<file path="src/rtl/ps2s_pkg.sv">
package ps2s_pkg;

    localparam int FRAME_BITS = 11;
    localparam int CNT_W      = $clog2(FRAME_BITS);

    typedef struct packed {
        logic [1:0] phase;   // transitions mod 4; even = clock high
        logic [1:0] bits;    // last two captured data bits, newest in [0]
        logic [1:0] snap;    // phase at last window close
    } edge_st_t;

    typedef struct packed {
        logic [FRAME_BITS-1:0] sh;
        logic [CNT_W-1:0]      cnt;
        logic [7:0]            code;
        logic                  vld;
        logic                  perr;
        logic                  ferr;
    } frame_st_t;

endpackage

</file>
<file path="src/rtl/ps2s_sync.sv">
module ps2s_sync #(
    parameter int STAGES = 2
) (
    input  logic clk,
    input  logic rst_n,
    input  logic d,
    output logic q
);
    logic [STAGES-1:0] ff_q;
    logic [STAGES-1:0] ff_d;

    generate
        for (genvar s = 0; s < STAGES; s++) begin : g_stage
            if (s == 0) begin : g_first
                assign ff_d[s] = d;
            end else begin : g_next
                assign ff_d[s] = ff_q[s-1];
            end
        end
    endgenerate

    always_ff @(posedge clk) begin
        if (!rst_n) ff_q <= '1;
        else        ff_q <= ff_d;
    end

    assign q = ff_q[STAGES-1];
endmodule

</file>
<file path="src/rtl/ps2s_edge.sv">
module ps2s_edge
    import ps2s_pkg::*;
(
    input  logic       clk,
    input  logic       rst_n,
    input  logic       tick,
    input  logic       win_end,
    input  logic       flush,
    input  logic       clk_lvl,
    input  logic       dat_lvl,
    output logic       fall,
    output logic [1:0] nbits,
    output logic [1:0] win_bits
);
    edge_st_t st_d, st_q;
    logic       rise;
    logic [1:0] delta;

    always_comb begin
        st_d  = st_q;
        fall  = tick && !clk_lvl && !st_q.phase[0];
        rise  = tick &&  clk_lvl &&  st_q.phase[0];
        if (fall || rise) st_d.phase = st_q.phase + 2'd1;
        if (fall)         st_d.bits  = {st_q.bits[0], dat_lvl};
        delta = st_d.phase - st_q.snap;
        unique case ({st_q.snap[0], delta})
            3'b000: nbits = 2'd0;
            3'b001: nbits = 2'd1;
            3'b010: nbits = 2'd1;
            3'b011: nbits = 2'd2;
            3'b100: nbits = 2'd0;
            3'b101: nbits = 2'd0;
            3'b110: nbits = 2'd1;
            default: nbits = 2'd1;
        endcase
        win_bits = st_d.bits;
        if (win_end || flush) st_d.snap = st_d.phase;
    end

    always_ff @(posedge clk) begin
        if (!rst_n) st_q <= '0;
        else        st_q <= st_d;
    end

    // phase moves only on sampling ticks
    p_phase_tick_only_r2: assert property (@(posedge clk) disable iff (!rst_n)
        !tick |=> $stable(st_q.phase));

    // at most one transition is recorded per tick
    p_phase_step_r3: assert property (@(posedge clk) disable iff (!rst_n)
        tick |=> (st_q.phase == $past(st_q.phase)) ||
                 (st_q.phase == $past(st_q.phase) + 2'd1));

    // data field shifts only on a detected falling edge
    p_capture_on_fall_r4: assert property (@(posedge clk) disable iff (!rst_n)
        !fall |=> $stable(st_q.bits));
endmodule

</file>
<file path="src/rtl/ps2s_frame.sv">
module ps2s_frame
    import ps2s_pkg::*;
#(
    parameter int TIMEOUT_TICKS = 80
) (
    input  logic       clk,
    input  logic       rst_n,
    input  logic       tick,
    input  logic       win_end,
    input  logic       fall,
    input  logic [1:0] nbits,
    input  logic [1:0] win_bits,
    output logic       flush,
    output logic [7:0] code,
    output logic       code_valid,
    output logic       err_parity,
    output logic       err_frame
);
    localparam int TW = $clog2(TIMEOUT_TICKS + 1);
    localparam logic [TW-1:0]    IDLE_LAST = TW'(TIMEOUT_TICKS - 1);
    localparam logic [CNT_W-1:0] CNT_LAST  = CNT_W'(FRAME_BITS - 1);

    frame_st_t     fr_d, fr_q;
    logic [TW-1:0] idle_d, idle_q;
    logic          first_bit;

    function automatic frame_st_t take_bit(input frame_st_t s, input logic b);
        frame_st_t r;
        r    = s;
        r.sh = {b, s.sh[FRAME_BITS-1:1]};
        if (s.cnt == CNT_LAST) begin
            r.cnt = '0;
            if (r.sh[0] || !r.sh[FRAME_BITS-1]) r.ferr = 1'b1;
            if (!(^r.sh[9:1]))                  r.perr = 1'b1;
            if (!r.ferr && !r.perr) begin
                r.code = r.sh[8:1];
                r.vld  = 1'b1;
            end
        end else begin
            r.cnt = s.cnt + 1'b1;
        end
        return r;
    endfunction

    always_comb begin
        fr_d      = fr_q;
        fr_d.vld  = 1'b0;
        fr_d.perr = 1'b0;
        fr_d.ferr = 1'b0;
        idle_d    = idle_q;
        flush     = 1'b0;
        first_bit = (nbits == 2'd2) ? win_bits[1] : win_bits[0];
        if (tick) begin
            if (fall) begin
                idle_d = '0;
            end else if (idle_q == IDLE_LAST) begin
                idle_d   = '0;
                flush    = 1'b1;
                fr_d.cnt = '0;
            end else begin
                idle_d = idle_q + 1'b1;
            end
        end
        if (win_end && !flush) begin
            if (nbits != 2'd0) fr_d = take_bit(fr_d, first_bit);
            if (nbits == 2'd2) fr_d = take_bit(fr_d, win_bits[0]);
        end
    end

    always_ff @(posedge clk) begin
        if (!rst_n) begin
            fr_q   <= '0;
            idle_q <= '0;
        end else begin
            fr_q   <= fr_d;
            idle_q <= idle_d;
        end
    end

    assign code       = fr_q.code;
    assign code_valid = fr_q.vld;
    assign err_parity = fr_q.perr;
    assign err_frame  = fr_q.ferr;

    // bit count stays within one frame
    p_cnt_range_r5: assert property (@(posedge clk) disable iff (!rst_n)
        fr_q.cnt <= CNT_LAST);

    // code changes only with a valid strobe
    p_code_hold_r5: assert property (@(posedge clk) disable iff (!rst_n)
        !$stable(fr_q.code) |-> fr_q.vld);

    // a flush leaves no partial frame
    p_timeout_clear_r8: assert property (@(posedge clk) disable iff (!rst_n)
        flush |=> fr_q.cnt == '0);

    // valid never with an error
    p_valid_excl_r10: assert property (@(posedge clk) disable iff (!rst_n)
        fr_q.vld |-> !(fr_q.perr || fr_q.ferr));

    // strobes last one cycle
    p_strobe_single_r10: assert property (@(posedge clk) disable iff (!rst_n)
        (fr_q.vld || fr_q.perr || fr_q.ferr) |=> !(fr_q.vld || fr_q.perr || fr_q.ferr));
endmodule

</file>
<file path="src/rtl/ps2s_rx.sv">
module ps2s_rx #(
    parameter int SYNC_STAGES   = 2,
    parameter int TIMEOUT_TICKS = 80
) (
    input  logic       clk,
    input  logic       rst_n,
    input  logic       sample_tick,
    input  logic       win_end,
    input  logic       ps2_clk,
    input  logic       ps2_dat,
    output logic [7:0] code,
    output logic       code_valid,
    output logic       err_parity,
    output logic       err_frame
);
    logic       clk_s, dat_s;
    logic       fall, flush;
    logic [1:0] nbits, win_bits;

    ps2s_sync #(.STAGES(SYNC_STAGES)) u_sync_clk (
        .clk(clk), .rst_n(rst_n), .d(ps2_clk), .q(clk_s));
    ps2s_sync #(.STAGES(SYNC_STAGES)) u_sync_dat (
        .clk(clk), .rst_n(rst_n), .d(ps2_dat), .q(dat_s));

    ps2s_edge u_edge (
        .clk(clk), .rst_n(rst_n), .tick(sample_tick), .win_end(win_end),
        .flush(flush), .clk_lvl(clk_s), .dat_lvl(dat_s),
        .fall(fall), .nbits(nbits), .win_bits(win_bits));

    ps2s_frame #(.TIMEOUT_TICKS(TIMEOUT_TICKS)) u_frame (
        .clk(clk), .rst_n(rst_n), .tick(sample_tick), .win_end(win_end),
        .fall(fall), .nbits(nbits), .win_bits(win_bits), .flush(flush),
        .code(code), .code_valid(code_valid),
        .err_parity(err_parity), .err_frame(err_frame));

    // window close only happens on a tick
    p_win_on_tick_r3: assert property (@(posedge clk) disable iff (!rst_n)
        win_end |-> sample_tick);
endmodule

</file>
<file path="config.mk">
export PLATFORM = sky130hd
export DESIGN_NAME = ps2s_rx
export DESIGN_NICKNAME = d
export VERILOG_FILES = /design/src/rtl/ps2s_pkg.sv /design/src/rtl/ps2s_sync.sv /design/src/rtl/ps2s_edge.sv /design/src/rtl/ps2s_frame.sv /design/src/rtl/ps2s_rx.sv
export SDC_FILE = /design/constraint.sdc
export NUM_CORES = 1
export LEC_CHECK = 0
export BUFFER_PORTS_ARGS = -buffer_cell sky130_fd_sc_hd__buf_2
export CAP_MARGIN = 25
export CORE_ASPECT_RATIO = 1.1
export CORE_MARGIN = 2
export CORE_UTILIZATION = 55
export DETAILED_ROUTE_END_ITERATION = 10
export PLACE_DENSITY = 0.82
export SETUP_SLACK_MARGIN = 0.1
export SYNTH_ARGS = -nofsm -noshare
export SYNTH_HDL_FRONTEND = slang
export SYNTH_SLANG_ARGS = --single-unit
</file>
<file path="constraint.sdc">
create_clock -name clk -period 5.9 [get_ports clk]
set_input_delay 1.18 -clock clk [delete_from_list [all_inputs] [get_ports clk]]
set_output_delay 1.18 -clock clk [all_outputs]
set_load 0.1 [all_outputs]
</file>
==> results_dict.tcl <==
set metrics [dict create \
    synthCells 283 \
    hold_violations 0 \
    ctsHoldBuffers 0 \
    wl_um 5226 \
    io_buffers 16 \
    yosysMostFrequentCell "dfxtp_1" \
    yosysUniqueCellTypes 55 \
    cp.required_ns 6.11 \
    antenna_found_initial 0 \
    whs_endpoint "u_sync_dat.ff_q[1]$_SDFF_PN1_" \
    seqPwrFrac_pct 42.8 \
    io_pins 17 \
    post-cts-setup-buffers 0 \
    start_util_pct 56.70 \
    max_stage_delay_ns 0.53 \
    critPathArrivalTime_ns 4.56 \
    holdPathStages 1 \
    skew_ns 0.005606 \
    postCtsResizedCells 0 \
    p_per_area_nw_per_um2 296.8 \
    core-area_um2 4285 \
    max_freq_mhz 229.9 \
    cts.sinks 42 \
    synth_edf_count 0 \
    area.growth.synth_to_final_pct 5.458 \
    slew_viol_final 0 \
    first_global_vias 1924 \
    die_area_um2 4966 \
    p_comb_share_pct 27.1 \
    setup_viol 0 \
    reg2reg_from "u_frame.idle_q[4]$_SDFFE_PN0P_" \
    fin_crit_sh_pct 73.73 \
    synth_area_um2 2430 \
    placed_cell_area_um2 2456 \
    synth_seq_area_share_pct 34.60 \
    rsz0062_at_grt "false" \
    syn_nets 293 \
    htree_levels 2 \
    min-delay-start "u_sync_dat.ff_q[0]$_SDFF_PN1_" \
    overflow 0 \
    cts_buffer_depth 2 \
    place.gp.congestion 0.9605 \
    viasPerCell 6.077 \
    die_h_um 73.71 \
    tightest_slew_ns 0.9303 \
    die_w_um 67.38 \
    synthTopCellsByArea "dfxtp_1, o21ai_0, mux2i_1, a21oi_1, a221oi_1" \
    yosysWarnings 0 \
    hpwl_um 3655 \
    gr-usage-all-layers_pct 23.40 \
    dr.first_iter.drc_count 181 \
    status "complete, no violations" \
    synthTopCellsByCount "dfxtp_1, o21ai_0, a21oi_1" \
    setup_tns_ns 0 \
    cts.clk_slew.worst_paths_ns 0.08 \
    antenna_left 0 \
    first_pass_iters 4 \
    power_leakage_nw 1.015 \
    timing.rr.end "u_frame.code[2]$_SDFFE_PN0P_" \
    yosysTopAreaCell "dfxtp_1" \
    num_vias 2060 \
    grt_max_degree 36 \
    synthArstFlopShare_pct 0 \
    synth_top_area_share_pct 34.60 \
    sw_frac_of_total_pct 31.11 \
    path_class "in2reg" \
    min_period_ns 4.350 \
    num_rows 25 \
    hp-class "reg2reg" \
    reg2reg_setup_slack_ns 2.12 \
    cts_tree "done" \
    synth-seq-cells 42 \
    path_max_fanout 15 \
    grt_pass1_wl_um 8797 \
    final_area_um2 2562 \
    worst_path_max_delay_cell "a2111oi_2" \
    diodes 0 \
    yosys_most_used_dff "dfxtp_1" \
    drive_above_1_share_pct 11.58 \
    startpoint_type "input pin" \
    crit_chain "buf_2 -> nor2_1 -> a21oi_1 -> inv_1 -> ha_1 -> xnor3_2 -> xor2_2 -> nand2_1 -> a2111oi_2 -> nand3_1 -> o31a_1 -> a221oi_1" \
    ir_drop_mv 0.1220 \
    endpoint_kind "register" \
    cts_buffers 5 \
    clock_power_share_pct 30.2 \
    fin_nets 294 \
    internal_power_mw 0.5239 \
    fill_cells 365 \
    worst_slew_margin_rel_pct 37.54 \
    drc_errors 0 \
    p_sw_mw 0.2367 \
    clockRootBuffer "clkbuf_8" \
    clk_latency_ns 0.30 \
    drv_cap 0 \
    avgSynthCellArea_um2 8.586 \
    post_drt_wl_per_cell_um 15.42 \
    r2r_cells 11 \
]
-- cell type report --
type	count	area, um2	share of cell area [%]
clock inverters	1	30.03	1.172
well taps	54	67.56	2.637
clock buffers	7	76.32	2.979
repair buffers	16	80.08	3.125
multi-input cells	206	1419	55.37
inverters	13	48.80	1.904
flip-flops and latches	42	840.8	32.81
-- through the flow --
step                util [%]  power, mW  hold WS, ns  std cells  setup slack (ns)
floorplan                  -     0.5012       0.3863        283             2.181
global placement       57.31     0.5267       0.3947        331             1.459
detailed placement     57.31     0.5342       0.4093        331             1.316
CTS                    59.80     0.7568       0.4260        339             1.572
global route           59.80     0.7958       0.4499        339             1.246
finish                 59.80     0.7606       0.4176        339             1.550
-- layout by cell type (no fill, tap or decap), drive strengths merged, types with 2 or more instances in the layout --
cell type,count
a211oi,3
a21boi,2
a21o,3
a21oi,21
a221oi,8
a31oi,3
and2,8
and3,3
buf,16
clkbuf,7
dfxtp,42
ha,4
inv,13
mux2i,11
nand2,18
nand2b,6
nand3,7
nand4,2
nor2,15
nor2b,9
nor3,4
nor3b,2
nor4,2
o2111ai,2
o211ai,2
o21a,2
o21ai,25
o22ai,9
or2,2
or3,2
xnor2,8
xnor3,4
xor2,7
-- power groups by stage --
stage | sequential (mW) | clock (mW) | combinational, mW
5_1_grt | 0.328 | 0.241 | 0.227
4_1_cts | 0.324 | 0.228 | 0.204
3_3_place_gp | 0.330 | 0 | 0.197
3_5_place_dp | 0.331 | 0 | 0.203
6_report | 0.325 | 0.229 | 0.206
2_1_floorplan | 0.321 | 0 | 0.180
-- critical path, delay by kind of cell --
kind                     cells  cell delay [ns]
AND/OR/NAND/NOR              3             0.82
adder cells (fa/ha/maj)      1             0.20
buffers and inverters        2             0.25
AO/OA/AOI/OAI                4             1.48
XOR/XNOR                     2             0.63
-- worst max-delay path by stage --
stage / start / end
after global placement: sample_tick / u_frame.code[4]$_SDFFE_PN0P_
after CTS: sample_tick / u_frame.code[2]$_SDFFE_PN0P_
after global routing: sample_tick / u_frame.code[3]$_SDFFE_PN0P_
after floorplan: sample_tick / u_frame.code[0]$_SDFFE_PN0P_
final: sample_tick / u_frame.code[2]$_SDFFE_PN0P_
after detailed placement: sample_tick / u_frame.code[2]$_SDFFE_PN0P_
-- per-layer routing --
layer | vias up | GRT usage [%] | wire length [um]
li1 | 1012 | - | -
met1 | 938 | 29.46 | 2334
met2 | 90 | 37.18 | 2390
met3 | 20 | 6.891 | 361
met4 | 0 | 9.751 | 138
met5 | - | 0 | 0
-- state kept, by name, summed over array words and instances (netlist names) --
register            cells
u_sync_clk.ff_q         2
u_frame.code_valid      1
u_frame.err_parity      1
u_frame.code            8
u_sync_dat.ff_q         2
u_frame.err_frame       1
u_frame.fr_q           14
u_frame.idle_q          7
u_edge.st_q             6
-- cells by family after synthesis --
logic type | Yosys count | synth area share (%)
fa+ha+maj | 4 | 2.060
simple gates | 82 | 17.97
mux | 11 | 4.532
buf+inv | 35 | 7.003
flops | 42 | 34.60
compound gates | 90 | 24.05
xor+xnor | 19 | 9.784
Power figures use the tool's default switching activity.
